==> config.mk <==
export PLATFORM = sky130hd
export DESIGN_NAME = keyed_wdt
export DESIGN_NICKNAME = d
export VERILOG_FILES = /design/src/rtl/wdt_pkg.sv /design/src/rtl/wdt_key_gate.sv /design/src/rtl/wdt_counter.sv /design/src/rtl/wdt_cmp.sv /design/src/rtl/keyed_wdt.sv
export SDC_FILE = /design/constraint.sdc
export NUM_CORES = 1
export LEC_CHECK = 0
export BUFFER_PORTS_ARGS = -buffer_cell sky130_fd_sc_hd__buf_2
export CAP_MARGIN = 10
export CORE_MARGIN = 1
export CORE_UTILIZATION = 27
export CTS_BUF_LIST = sky130_fd_sc_hd__clkbuf_8
export CTS_CLUSTER_DIAMETER = 50
export CTS_CLUSTER_SIZE = 12
export DETAILED_ROUTE_END_ITERATION = 7
export MAX_ROUTING_LAYER = met4
export PLACE_DENSITY = 0.51
export SLEW_MARGIN = 10
export SYNTH_ARGS = -nofsm -noshare
export SYNTH_HDL_FRONTEND = slang
export SYNTH_SLANG_ARGS = --single-unit
==> constraint.sdc <==
create_clock -name clk_i -period 4.5 [get_ports clk_i]
set_input_delay 0.675 -clock clk_i [delete_from_list [all_inputs] [get_ports clk_i]]
set_output_delay 0.675 -clock clk_i [all_outputs]
set_load 0.005 [all_outputs]
==> src/rtl/wdt_pkg.sv <==
package wdt_pkg;
  localparam int SCALE_W = 4;

  typedef enum logic [2:0] {
    A_CFG    = 3'd0,
    A_CNT    = 3'd1,
    A_SCALED = 3'd2,
    A_FEED   = 3'd3,
    A_KEY    = 3'd4,
    A_CMP    = 3'd5
  } wdt_addr_e;

  typedef struct packed {
    logic               rst_en;
    logic               zero_on_match;
    logic               run_awake;
    logic               run_always;
    logic [SCALE_W-1:0] scale;
  } wdt_cfg_t;

  localparam int CFG_W   = $bits(wdt_cfg_t);
  localparam int PEND_BIT = CFG_W;
endpackage

==> src/rtl/wdt_key_gate.sv <==
module wdt_key_gate #(
  parameter int          DATA_W  = 32,
  parameter logic [DATA_W-1:0] KEY_VAL = 32'h5A17_C0DE
) (
  input  logic              clk_i,
  input  logic              rst_ni,
  input  logic              we_i,
  input  logic [2:0]        addr_i,
  input  logic [DATA_W-1:0] wdata_i,
  output logic              unlocked_o,
  output logic              wr_ok_o
);
  import wdt_pkg::*;

  logic unlocked_q, unlocked_d;
  logic is_key;

  assign is_key = (addr_i == A_KEY);

  // any write consumes the key; only a matching key write re-arms it
  always_comb begin
    unlocked_d = unlocked_q;
    if (we_i) unlocked_d = is_key && (wdata_i == KEY_VAL);
  end

  always_ff @(posedge clk_i or negedge rst_ni) begin
    if (!rst_ni) unlocked_q <= 1'b0;
    else         unlocked_q <= unlocked_d;
  end

  assign unlocked_o = unlocked_q;
  assign wr_ok_o    = we_i && unlocked_q && !is_key;
endmodule

==> src/rtl/wdt_counter.sv <==
module wdt_counter #(
  parameter int CNT_W = 31,
  parameter int CMP_W = 16
) (
  input  logic                        clk_i,
  input  logic                        rst_ni,
  input  logic                        run_i,
  input  logic                        zero_i,
  input  logic                        load_i,
  input  logic [CNT_W-1:0]            load_val_i,
  input  logic [wdt_pkg::SCALE_W-1:0] scale_i,
  output logic [CNT_W-1:0]            cnt_o,
  output logic [CMP_W-1:0]            scaled_o
);
  import wdt_pkg::*;

  localparam int NWIN = 2 ** SCALE_W;

  logic [CNT_W-1:0] cnt_q;
  logic [CMP_W-1:0] win [NWIN];

  always_ff @(posedge clk_i or negedge rst_ni) begin
    if (!rst_ni)     cnt_q <= '0;
    else if (load_i) cnt_q <= load_val_i;
    else if (zero_i) cnt_q <= '0;
    else if (run_i)  cnt_q <= cnt_q + 1'b1;
  end

  // one window per scale tap; taps past the counter top fill with zeros
  for (genvar s = 0; s < NWIN; s++) begin : g_win
    if (s + CMP_W <= CNT_W) begin : g_full
      assign win[s] = cnt_q[s +: CMP_W];
    end else begin : g_part
      assign win[s] = CMP_W'(cnt_q >> s);
    end
  end

  assign scaled_o = win[scale_i];
  assign cnt_o    = cnt_q;
endmodule

==> src/rtl/wdt_cmp.sv <==
module wdt_cmp #(
  parameter int CMP_W = 16
) (
  input  logic             clk_i,
  input  logic             rst_ni,
  input  logic [CMP_W-1:0] scaled_i,
  input  logic [CMP_W-1:0] cmp_i,
  input  logic             rst_en_i,
  input  logic             pend_we_i,
  input  logic             pend_wd_i,
  output logic             hit_o,
  output logic             pend_o,
  output logic             rst_req_o
);
  logic pend_q, rst_q;

  assign hit_o = (scaled_i >= cmp_i);

  // a live match wins over a software clear
  always_ff @(posedge clk_i or negedge rst_ni) begin
    if (!rst_ni) begin
      pend_q <= 1'b0;
      rst_q  <= 1'b0;
    end else begin
      pend_q <= hit_o | (pend_we_i ? pend_wd_i : pend_q);
      rst_q  <= hit_o & rst_en_i;
    end
  end

  assign pend_o    = pend_q;
  assign rst_req_o = rst_q;
endmodule

==> src/rtl/keyed_wdt.sv <==
module keyed_wdt #(
  parameter int                DATA_W   = 32,
  parameter int                CNT_W    = 31,
  parameter int                CMP_W    = 16,
  parameter logic [DATA_W-1:0] KEY_VAL  = 32'h5A17_C0DE,
  parameter logic [DATA_W-1:0] FEED_VAL = 32'hFEED_0042
) (
  input  logic              clk_i,
  input  logic              rst_ni,
  input  logic              reg_we_i,
  input  logic [2:0]        reg_addr_i,
  input  logic [DATA_W-1:0] reg_wdata_i,
  output logic [DATA_W-1:0] reg_rdata_o,
  input  logic              core_awake_i,
  output logic              irq_o,
  output logic              rst_req_o
);
  import wdt_pkg::*;

  localparam logic [CMP_W-1:0] CMP_RST = '1;

  wdt_cfg_t         cfg_q;
  logic [CMP_W-1:0] cmp_q;
  logic             unlocked, wr_ok;
  logic             hit, pend, run;
  logic             load;
  logic [CNT_W-1:0] load_val, cnt;
  logic [CMP_W-1:0] scaled;
  logic             cfg_wr, cmp_wr;

  wdt_key_gate #(.DATA_W(DATA_W), .KEY_VAL(KEY_VAL)) u_key (
    .clk_i, .rst_ni,
    .we_i       (reg_we_i),
    .addr_i     (reg_addr_i),
    .wdata_i    (reg_wdata_i),
    .unlocked_o (unlocked),
    .wr_ok_o    (wr_ok)
  );

  assign cfg_wr = wr_ok && (reg_addr_i == A_CFG);
  assign cmp_wr = wr_ok && (reg_addr_i == A_CMP);

  always_ff @(posedge clk_i or negedge rst_ni) begin
    if (!rst_ni) begin
      cfg_q <= '0;
      cmp_q <= CMP_RST;
    end else begin
      if (cfg_wr) cfg_q <= wdt_cfg_t'(reg_wdata_i[CFG_W-1:0]);
      if (cmp_wr) cmp_q <= reg_wdata_i[CMP_W-1:0];
    end
  end

  assign run  = cfg_q.run_always | (cfg_q.run_awake & core_awake_i);
  assign load = wr_ok && ((reg_addr_i == A_CNT) ||
                          ((reg_addr_i == A_FEED) && (reg_wdata_i == FEED_VAL)));
  assign load_val = (reg_addr_i == A_CNT) ? reg_wdata_i[CNT_W-1:0] : '0;

  wdt_counter #(.CNT_W(CNT_W), .CMP_W(CMP_W)) u_cnt (
    .clk_i, .rst_ni,
    .run_i      (run),
    .zero_i     (hit & cfg_q.zero_on_match),
    .load_i     (load),
    .load_val_i (load_val),
    .scale_i    (cfg_q.scale),
    .cnt_o      (cnt),
    .scaled_o   (scaled)
  );

  wdt_cmp #(.CMP_W(CMP_W)) u_cmp (
    .clk_i, .rst_ni,
    .scaled_i  (scaled),
    .cmp_i     (cmp_q),
    .rst_en_i  (cfg_q.rst_en),
    .pend_we_i (cfg_wr),
    .pend_wd_i (reg_wdata_i[PEND_BIT]),
    .hit_o     (hit),
    .pend_o    (pend),
    .rst_req_o (rst_req_o)
  );

  assign irq_o = pend;

  always_comb begin
    reg_rdata_o = '0;
    unique case (reg_addr_i)
      A_CFG:    reg_rdata_o = DATA_W'({pend, cfg_q});
      A_CNT:    reg_rdata_o = DATA_W'(cnt);
      A_SCALED: reg_rdata_o = DATA_W'(scaled);
      A_KEY:    reg_rdata_o = DATA_W'(unlocked);
      A_CMP:    reg_rdata_o = DATA_W'(cmp_q);
      default:  reg_rdata_o = '0;
    endcase
  end
endmodule

==> impl_summary.md <==
Global routing
The first global-routing pass estimated 29.57 mm of wire. The number of antenna violations at the first check in global routing is 0. The largest net degree at the start of global routing is 40. The residual overflow from global routing is 0. The via count of the first global-routing pass came to 4923. Across every metal layer, demand over resource in global routing totals 0.2016.

Clock tree
The number of clock buffers added by TritonCTS is 9. CTS saw 58 sinks. The number of buffers added to fix hold violations after cts is 0. TritonCTS built the clock tree.

The clock transition at the registers of the reported paths is 0.09 ns. CTS placed an instance of sky130_fd_sc_hd__clkbuf_8 at the clock tree root. In this run the deepest clock path goes through 2 buffers. For the worst-skew pair, the clock arrives at the later sink with an insertion delay of 0.37 ns. The number of levels in the clock H-tree is 3.

Route
The residual DRC count is 0. Wires add up to 19.12 mm. The first-pass iteration count of the detailed router is 5. Dividing the detail-routed via count by the number of cells gives 5.366.

The number of DRC markers after the initial detailed-route iteration is 386. The remaining antenna violation count is 0. The number of vias in the routed layout is 5162. The routed length per instance is 19.87 µm.

STA
The final-report max-slew violation count is 0. The number of endpoints failing setup at the final stage is 0. Summed over all failing endpoints, the final setup total negative slack is 0 ns. Setup repair after global routing left no endpoint under its margin. The transition time at the pin with the least slew margin is 0.9109 ns. The final hold violation count was 0. The minimum period implied by the final worst setup slack is 4.045 ns. The worst slew slack as a fraction of its limit is 0.3928.

The final critical-path setup slack is 0.4549 ns. In the finished design, the share of the clock period the worst path needs comes to 0.8989. The setup skew after layout is 0.01632 ns. Based on the critical path, the design can be clocked at up to 0.2472 GHz.

Finish
The number of inserted filler cells in the final layout is 2113. The final layout contains 748 nets. The library cell used most frequently in the layout, excluding fill and tap cells, is sky130_fd_sc_hd__nand2_1. The antenna diode count is 0. The layout-stage area growth over the synthesis result is 14.40%. The top cell types in the final layout, fill and taps aside, are sky130_fd_sc_hd__nand2_1, sky130_fd_sc_hd__buf_2, sky130_fd_sc_hd__nor2_1. The proportion of layout cells with a drive suffix above 1 is 0.2640.

The multi-input logic area is 3575 µm². For this run, the share of the core covered by cells in the final layout is 0.3151. Registers take 1471 µm².

Placed design
Input and output buffers added on the ports amount to 71. The final weighted congestion of routability-driven global placement is 0.8767. The worst slack after detailed placement is 0.3572 ns. The placed wire-length estimate after detailed placement is 14.36 mm.

Worst setup path
The element type at the critical path end is a register. The required time at the worst-slack endpoint is 4.72 ns. The type of origin of the critical path is a register.

The family of cells with the greatest summed delay on the critical path is simple AND/OR/NAND/NOR gates. The largest individual stage delay along the critical path comes from the cell sky130_fd_sc_hd__dfrtp_1. Walking the worst path, the cells encountered are buf_4 -> mux4_2 -> nand2_1 -> nand2_1 -> nor2_1 -> a31oi_1 -> ha_1 -> nand4_1 -> nor3_1 -> or4b_1 -> a41oi_1 -> or2_4 -> o21ai_0. The origin of the critical flop-to-flop path is cfg_q[1]. The data arrival time at the worst-slack endpoint is 4.27 ns. In this design, the critical path's most frequently occurring cell is sky130_fd_sc_hd__nand2_1. The launching element of the worst setup path is cfg_q[1]. The critical-path maximum fanout is 28. The longest individual stage delay on the worst path is 0.60 ns. The total buffers and inverters traversed by the critical path is 1. The classification of the worst setup path is reg2reg.

Floorplanning
The number of core rows is 51. The floorplan step set the die width to 142.9 µm. The area of the die is 20420 µm².

For this design the top-level I/O count stands at 73. The vertical extent of the die is 142.9 µm. The total area inside the core boundary comes to 19460 µm². The initial standard-cell utilization of the core is 0.2755.

Power
The analysis attributes to net switching a power of 433.5 µW. The worst-case IR drop observed on VDD is 0.0001020 V. In this run the static leakage power is 2.452 nW.

The completed layout was analyzed and its total power is 1.296 mW. The total internal power is 862.2 µW. The combinational power share is 0.200. The share of total power dissipated in the clock network is 0.350.

The switching fraction of total power is 0.3346. The cell area power density is 211.3 nW/µm². The sequential share of power is 0.450.

Synth
The synthesized netlist occupies a cell area of 5361 µm². The synthesized netlist contains 66 unique library cells. The share of the Yosys chip area taken by registers is 0.2744. During synthesis, Yosys emitted a total of 0 warnings. The primary flip-flop cell chosen by synthesis mapping is sky130_fd_sc_hd__dfrtp_1. Each instance of the synthesized netlist takes up on average 8.287 µm². In the synthesized netlist, the number of instances is 647. Synthesis produced a netlist with a net count of 703. Yosys mapped a number of flops with a built-in enable equal to 0. In the synthesized netlist the async set-or-reset flop fraction comes to 1.000.

The register bit count reported by yosys is 58.

Outcome
The run finished with clean final reports.

Run
The count of maximum capacitance violations is 0.

Hold path
The path category of the worst min-delay check is in2async.
synth_stat cells, types with 2 or more instances:
master | number | area [µm²]
sky130_fd_sc_hd__or4_1 | 2 | 15.01
sky130_fd_sc_hd__nor4_1 | 7 | 43.79
sky130_fd_sc_hd__a211oi_1 | 4 | 30.03
sky130_fd_sc_hd__nor4b_1 | 2 | 17.52
sky130_fd_sc_hd__mux2_2 | 34 | 382.9
sky130_fd_sc_hd__buf_1 | 8 | 30.03
sky130_fd_sc_hd__dfrtp_1 | 42 | 1051
sky130_fd_sc_hd__a22oi_1 | 4 | 30.03
sky130_fd_sc_hd__a22o_1 | 3 | 26.28
sky130_fd_sc_hd__or2_2 | 2 | 12.51
sky130_fd_sc_hd__mux4_2 | 12 | 270.3
sky130_fd_sc_hd__o32ai_1 | 3 | 26.28
sky130_fd_sc_hd__nand2_1 | 104 | 390.4
sky130_fd_sc_hd__dfstp_2 | 16 | 420.4
sky130_fd_sc_hd__inv_1 | 26 | 97.59
sky130_fd_sc_hd__nand4_1 | 17 | 106.4
sky130_fd_sc_hd__and3_1 | 9 | 56.30
sky130_fd_sc_hd__buf_2 | 13 | 65.06
sky130_fd_sc_hd__o21a_1 | 3 | 22.52
sky130_fd_sc_hd__o22ai_1 | 8 | 50.05
sky130_fd_sc_hd__o31ai_1 | 17 | 127.6
sky130_fd_sc_hd__a21oi_1 | 22 | 110.1
sky130_fd_sc_hd__nor2_1 | 60 | 225.2
sky130_fd_sc_hd__nor3_4 | 2 | 32.53
sky130_fd_sc_hd__nand2b_1 | 10 | 62.56
sky130_fd_sc_hd__o21ai_0 | 27 | 135.1
sky130_fd_sc_hd__a222oi_1 | 2 | 20.02
sky130_fd_sc_hd__ha_1 | 17 | 212.7
sky130_fd_sc_hd__nor3_1 | 7 | 35.03
sky130_fd_sc_hd__and2_1 | 17 | 106.4
sky130_fd_sc_hd__a32o_1 | 5 | 50.05
sky130_fd_sc_hd__and4_1 | 2 | 17.52
sky130_fd_sc_hd__a31o_2 | 7 | 61.31
sky130_fd_sc_hd__xnor2_1 | 2 | 17.52
sky130_fd_sc_hd__a31oi_1 | 14 | 87.58
sky130_fd_sc_hd__o31a_1 | 7 | 61.31
sky130_fd_sc_hd__nand3_1 | 13 | 65.06
sky130_fd_sc_hd__a41oi_1 | 2 | 17.52
sky130_fd_sc_hd__mux2i_1 | 36 | 360.4
sky130_fd_sc_hd__clkbuf_1 | 30 | 112.6
sky130_fd_sc_hd__o211ai_1 | 3 | 22.52
sky130_fd_sc_hd__nor4bb_1 | 2 | 20.02
layout make-up:
class,instances,area share
clock buffer,10,0.02244
inverter,26,0.01591
multi-input combinational,510,0.5828
timing repair buffer,87,0.07956
tap,265,0.05406
sequential,58,0.2399
clock inverter,6,0.005304
stage by stage:
step	hold WS [ns]	cells	instance area (µm²)
2_1_floorplan	0.3794	647	5361
3_3_place_gp	0.5064	946	5961
3_5_place_dp	0.5114	946	5961
4_1_cts	0.3507	962	6131
5_1_grt	0.3944	962	6133
6_report	0.3539	962	6133
state kept, by name (all words and copies together), names as in the netlist:
| signal | cells |
|---|---|
| u_cnt.cnt_o | 31 |
| u_cmp.pend_o | 1 |
| u_cmp.rst_req_o | 1 |
| cfg_q | 8 |
| cmp_q | 16 |
| u_key.unlocked_o | 1 |
power groups by stage:
| stage | clock, mW | combinational (mW) | sequential [mW] |
|---|---|---|---|
| after floorplan | 0 | 0.167 | 0.571 |
| after global placement | 0 | 0.258 | 0.591 |
| after detailed placement | 0 | 0.257 | 0.591 |
| after CTS | 0.460 | 0.259 | 0.581 |
| after global routing | 0.478 | 0.290 | 0.587 |
| final | 0.453 | 0.259 | 0.583 |
path summary, 6_finish.rpt:
kind,slack (ns),cells after the start,end
hold / removal,0.35,1,u_cmp.rst_req_o
hold reg to reg,0.53,1,u_cmp.rst_req_o
max in group asynchronous,3.21,2,cmp_q[14]
min in group clk_i,0.53,1,u_cmp.rst_req_o
setup / recovery,0.45,13,u_cnt.cnt_o[12]
setup reg to reg,0.45,13,u_cnt.cnt_o[12]
per-layer routing:
layer / routed length [µm] / global-route usage
met4: 282 / 0.05207
met5: 0 / -
met3: 1097 / 0.03924
met1: 9032 / 0.2705
met2: 8704 / 0.3086
timing repair:
action                                 CTS  global route
setup endpoints to repair                0            23
endpoints found under the hold margin    0             0
gates resized for setup                  0             1
setup buffers                            0             0
worst reg2reg max path: cells and delay by family (launching register included):
kind | cells | cell delay, ns
AO/OA/AOI/OAI | 3 | 0.71
adder cells (fa/ha/maj) | 1 | 0.37
flip-flops | 1 | 0.60
multiplexers | 1 | 0.36
buffers and inverters | 1 | 0.29
AND/OR/NAND/NOR | 7 | 1.58
cells by family after synthesis:
group	after synthesis	share of synthesized area
buffers and inverters	79	0.06044
AND/OR/NAND/NOR	265	0.2425
other	1	0.0006994
flip-flops	58	0.2744
AO/OA/AOI/OAI	140	0.1806
multiplexers	84	0.1967
XOR/XNOR	3	0.004902
adder cells (fa/ha/maj)	17	0.03967
Note: power is estimated with default switching activity, not from simulation.
